===== src/rtl/bus_glue_pkg.sv =====
package bus_glue_pkg;

  typedef struct packed {
    logic a_top;
    logic rd_n;
    logic wr_n;
    logic io_m;
    logic s1;
  } bus_ctl_t;

  function automatic logic strobe_on(input logic rd_n, input logic wr_n);
    return (~rd_n) | (~wr_n);
  endfunction

  function automatic logic ram_region(input logic a_top, input logic io_m);
    return (~a_top) & (~io_m);
  endfunction

  function automatic logic io_match(input logic [7:0] a, input logic [7:0] mask,
                                    input logic [7:0] match);
    return (a & mask) == match;
  endfunction

endpackage


===== src/rtl/bus_owner_mux.sv =====
module bus_owner_mux
  import bus_glue_pkg::*;
(
  input  logic     hold,
  input  bus_ctl_t cpu_ctl,
  input  bus_ctl_t mcu_ctl,
  output bus_ctl_t sel_ctl
);
  always_comb begin
    if (hold) sel_ctl = mcu_ctl;
    else      sel_ctl = cpu_ctl;
  end
endmodule


===== src/rtl/low_addr_latch.sv =====
module low_addr_latch #(
  parameter int W = 8
) (
  input  logic         clk,
  input  logic         rst_n,
  input  logic         le_a,
  input  logic         le_b,
  input  logic [W-1:0] d,
  output logic         le_any,
  output logic [W-1:0] q
);
  logic [W-1:0] held_q;

  assign le_any = le_a | le_b;

  always_ff @(posedge clk or negedge rst_n) begin
    if (!rst_n)      held_q <= '0;
    else if (le_any) held_q <= d;
  end

  assign q = le_any ? d : held_q;
endmodule


===== src/rtl/select_decode.sv =====
module select_decode
  import bus_glue_pkg::*;
#(
  parameter int         W          = 8,
  parameter logic [7:0] UART_MASK  = 8'h90,
  parameter logic [7:0] UART_MATCH = 8'h10,
  parameter int         RS_BIT     = 0
) (
  input  bus_ctl_t     ctl,
  input  logic [W-1:0] a_lo,
  output logic         ram_ce_n,
  output logic         uart_cs,
  output logic         uart_rs,
  output logic         uart_e,
  output logic         uart_rw
);
  logic active;
  assign active = strobe_on(ctl.rd_n, ctl.wr_n);

  always_comb begin
    ram_ce_n = ~(active & ram_region(ctl.a_top, ctl.io_m));
    uart_cs  = active & ctl.io_m & io_match(a_lo, UART_MASK, UART_MATCH);
    uart_e   = active;
    uart_rw  = ctl.s1;
    uart_rs  = a_lo[RS_BIT];
  end
endmodule


===== src/rtl/bus_glue_top.sv =====
module bus_glue_top
  import bus_glue_pkg::*;
#(
  parameter int         DATA_W     = 8,
  parameter logic [7:0] UART_MASK  = 8'h90,
  parameter logic [7:0] UART_MATCH = 8'h10,
  parameter int         RS_BIT     = 0
) (
  input  logic              clk,
  input  logic              rst_n,
  input  logic [DATA_W-1:0] dbus,
  input  logic              hold,
  input  logic              cpu_a_top,
  input  logic              cpu_ale,
  input  logic              cpu_rd_n,
  input  logic              cpu_wr_n,
  input  logic              cpu_io_m,
  input  logic              cpu_s1,
  input  logic              mcu_a_top,
  input  logic              mcu_ale,
  input  logic              mcu_rd_n,
  input  logic              mcu_wr_n,
  input  logic              mcu_io_m,
  input  logic              mcu_s1,
  output logic [DATA_W-1:0] addr_lo,
  output logic              ram_ce_n,
  output logic              uart_cs,
  output logic              uart_rs,
  output logic              uart_e,
  output logic              uart_rw
);
  bus_ctl_t cpu_ctl, mcu_ctl, sel_ctl;
  logic     le_any;

  assign cpu_ctl = '{a_top: cpu_a_top, rd_n: cpu_rd_n, wr_n: cpu_wr_n,
                     io_m: cpu_io_m, s1: cpu_s1};
  assign mcu_ctl = '{a_top: mcu_a_top, rd_n: mcu_rd_n, wr_n: mcu_wr_n,
                     io_m: mcu_io_m, s1: mcu_s1};

  bus_owner_mux u_mux (
    .hold    (hold),
    .cpu_ctl (cpu_ctl),
    .mcu_ctl (mcu_ctl),
    .sel_ctl (sel_ctl)
  );

  low_addr_latch #(.W(DATA_W)) u_latch (
    .clk    (clk),
    .rst_n  (rst_n),
    .le_a   (cpu_ale),
    .le_b   (mcu_ale),
    .d      (dbus),
    .le_any (le_any),
    .q      (addr_lo)
  );

  select_decode #(
    .W          (DATA_W),
    .UART_MASK  (UART_MASK),
    .UART_MATCH (UART_MATCH),
    .RS_BIT     (RS_BIT)
  ) u_dec (
    .ctl      (sel_ctl),
    .a_lo     (addr_lo),
    .ram_ce_n (ram_ce_n),
    .uart_cs  (uart_cs),
    .uart_rs  (uart_rs),
    .uart_e   (uart_e),
    .uart_rw  (uart_rw)
  );
endmodule


===== config.mk =====
export PLATFORM = sky130hd
export DESIGN_NAME = bus_glue_top
export DESIGN_NICKNAME = d
export VERILOG_FILES = /design/src/rtl/bus_glue_pkg.sv /design/src/rtl/bus_owner_mux.sv /design/src/rtl/low_addr_latch.sv /design/src/rtl/select_decode.sv /design/src/rtl/bus_glue_top.sv
export SDC_FILE = /design/constraint.sdc
export NUM_CORES = 1
export LEC_CHECK = 0
export BUFFER_PORTS_ARGS = -buffer_cell sky130_fd_sc_hd__buf_4
export CAP_MARGIN = 10
export CELL_PAD_IN_SITES_DETAIL_PLACEMENT = 1
export CELL_PAD_IN_SITES_GLOBAL_PLACEMENT = 2
export CORE_AREA = 2 2 48 50
export DETAILED_ROUTE_END_ITERATION = 8
export DIE_AREA = 0 0 50 52
export HOLD_SLACK_MARGIN = 0.05
export PLACE_DENSITY_LB_ADDON = 0.3
export SLEW_MARGIN = 20
export SYNTH_ARGS = -nofsm -noshare
export SYNTH_HDL_FRONTEND = slang
export SYNTH_HIERARCHICAL = 1
export SYNTH_SLANG_ARGS = --single-unit

===== constraint.sdc =====
create_clock -name clk -period 2.87 [get_ports clk]
set_clock_uncertainty 0.2 [all_clocks]
set_input_delay 0.287 -clock clk [delete_from_list [all_inputs] [get_ports clk]]
set_output_delay 0.287 -clock clk [all_outputs]
set_load 0.1 [all_outputs]

# Word level (Yosys, flattened, before mapping)
# Cells that the tools add are included.
# Widths: inputs -> output; s select.
# totals
out_inout_bits	13
wordCells	15
ff_bits	8
inputBits	23
# op_classes
bitwise_logic	11
n_mux	2
n_eq_ne	1
# op_table
cell	n
$mux 8	1
$mux 5	1
$not 1->1	5
$and 1x1->1	4
$eq 2x1->1 const B	1
$or 1x1->1	2

# Longest topological paths before layout
# depth
ltp_word	5
mapped_depth	3
ltp_nobuf	3

# By module
# The synthesis kept the hierarchy.
# by_module_without_submodules
mod	seq_area_each_um2	area_each_um2	n_inst	cells_each
low_addr_latch	200.2	305.3	1	18
bus_owner_mux	0.0	56.3	1	5
select_decode	0.0	38.8	1	6

# Worst setup path before layout
# OpenSTA, ideal clock, no wires.
# synth_timing
path_kind	input -> output
start	in mcu_ale
end	out uart_cs
t_required_ns	2.383
slack_ns	0.339
n_path_buf	0
cell_stages	3
arrival_time_ns	2.044
path_cell_list	nor2_4 mux2_2 and4b_1
# synth_between
elab_chain_len	4
# synth_rtl
element	line_no	text
start, declared	bus_glue_top.sv:20	input logic mcu_ale,
$or 1x1->1	low_addr_latch.sv:14	assign le_any = le_a | le_b;
$mux 8	-	
net addr_lo[7]	bus_glue_top.sv:25	output logic [DATA_W-1:0] addr_lo,
$eq 2x1->1	bus_glue_pkg.sv:21	return (a & mask) == match;
$and 1x1->1	select_decode.sv:22	uart_cs = active & ctl.io_m & io_match(a_lo, UART_MASK, UART_MATCH);
end, declared	bus_glue_top.sv:27	output logic uart_cs,
# The timed path passes the listed nets, and every way through them passes these cells.

# Final worst setup path
# layout_timing
start	in mcu_ale
end	out uart_cs
# layout_between
elab_chain_len	4
# layout_rtl
element	line_no
$or 1x1->1	low_addr_latch.sv:14
$mux 8	-
$eq 2x1->1	bus_glue_pkg.sv:21
$and 1x1->1	select_decode.sv:22
# Every way passes these cells.

==> reports/results.ini <==
[status]
status = completed

[layout]
design_area_um2 = 712
regMostFlops = u_latch/held_q
reg_top3 = u_latch/held_q (8)
antennaDiodeCount = 0
syn2layout_area_growth_pct = 79.5
nFillCells = 236
drive_gt1_share_pct = 81.5
largest_reg_flops = 8
nNetsFinal = 90

[place]
place_area_um2 = 679
hpwl_um = 890
io_buffers = 35
pre_cts_slack_ps = 819
gp_congestion = 0.643

[worst_setup_path]
path_common_cell = buf_4
start_kind = primary input
slowest_stage = mux2_2
required_ps = 2380
arrival_ps = 1550
end_kind = output pin
slowest_delay_ps = 390
crit_type = primary input to output pin
worstPathCellList = buf_4, nor2_4, mux2_2, and4b_1, buf_4
path_max_fanout = 8

[drt]
viasPerCell = 4.04
first_pass_iters = 3
vias = 376
drtAntennaViolNets = 0
post-route-drc-count = 0
drtIter0Drc = 2
wl_um = 1030
wl_per_cell_um = 11.1

[sta]
slew_headroom_pct = 81.3
post-route-period-util_pct = 70.9
timing.fmax_ghz = 0.491
setup_ws_ps = 835
final.min_clock_period_ps = 2040
tightest_slew_ps = 283
tns_ps = 0
rsz0062_at_grt = no
finalMaxSlewViolations = 0
hold_viol = 0
setup_viol = 0

[die]
die_w_um = 50
start_util_pct = 18.8
fp-row-count = 17
io_pins = 36
die_h_um = 52
core_area_um2 = 2110
dieArea_um2 = 2600

[power_and_ir_drop]
switching_share_pct = 43.5
total_power_w = 0.000397
power_switching_w = 0.000173
seqPwrFrac_pct = 31.3
p_leak_nw = 0.343
power.internal_w = 0.000224
p_clk_share_pct = 20.8
power_density_nw_per_um2 = 557
peakVddDrop_mv = 0.416
combinationalPowerShare_pct = 47.9

[clock_tree]
cts_root_buffer = clkbuf_4
holdBufCountCts = 1
clk_latency_ps = 250
cts_setup_buffers = 0
tritoncts = built
clk_pin_slew_ps = 50
post_cts_resize_count = 0
cts_sinks = 8
cts_buffers = 3
ctsLongestPathBuffers = 2
cts.htree.levels = 1

[global_routing]
grt_max_degree = 9
grt_pass1_wl_um = 1620
grt.total_usage_pct = 8.42
antenna_found_initial = 0
grt_pass1_vias = 391
overflow = 0

[synthesis]
syn-num-nets = 51
synth_area_um2 = 397
yosys_warnings = 6
synth_cells = 28
syn_avg_cell_area_um2 = 14.2

[job]
drv_cap = 0

[min_path]
hold_class = primary input to register

## path summary, 6_finish.rpt
path | slack (ps) | start | depth (start not counted) | to
setup reg to reg | 1910 | u_latch/held_q[4] | 1 | u_latch/held_q[4]
hold reg to reg | 300 | u_latch/held_q[3] | 1 | u_latch/held_q[3]
setup / recovery | 830 | mcu_ale | 5 | uart_cs
max in group asynchronous | 2140 | rst_n | 2 | u_latch/held_q[1]
hold / removal | 100 | dbus[3] | 2 | u_latch/held_q[3]
min in group asynchronous | 190 | rst_n | 2 | u_latch/held_q[7]
## stage by stage
| stage | utilization [%] | hold slack [ps] | instances |
|---|---|---|---|
| floorplan | - | -209 | 28 |
| global placement | 32.3 | -89.7 | 89 |
| detailed placement | 32.3 | -89.4 | 89 |
| CTS | 33.8 | 92.7 | 93 |
| global route | 33.8 | 85.3 | 93 |
| finish | 33.8 | 97.4 | 93 |
## cell type report
class | instances | area [um2] | area share (%)
Tap cell | 28 | 35.0 | 4.92
Sequential cell | 8 | 200 | 28.1
Clock buffer | 3 | 22.5 | 3.16
Timing Repair Buffer | 36 | 273 | 38.3
Multi-Input combinational cell | 18 | 181 | 25.5
## power groups by stage
stage	clock network (W)	logic, W	registers (W)
2_1_floorplan	0	0.000141	0.000126
3_3_place_gp	0	0.000191	0.000126
3_5_place_dp	0	0.000191	0.000126
4_1_cts	0.0000870	0.000192	0.000124
5_1_grt	0.0000939	0.000198	0.000125
6_report	0.0000824	0.000190	0.000124
## per-layer routing
layer	GRT usage, %	vias up	wire (um)
li1	-	173	-
met1	10.2	185	410
met2	13.2	18	536
met3	4.60	0	83
met4	1.39	0	0
met5	0	-	0
## placed cells by master (no fill, tap or decap)
cell,instances
nand2_2,1
nand2_1,1
dfrtp_1,8
nor2_4,1
mux2_2,13
nor2_1,1
clkbuf_4,3
dlygate4sd3_1,1
buf_4,35
and4b_1,1
## worst max-delay path, delay by kind of cell
family,cells,cell delay (ps)
buf+inv,2,410
mux,1,390
simple gates,2,470
Note: power is estimated with default switching activity, not from simulation.
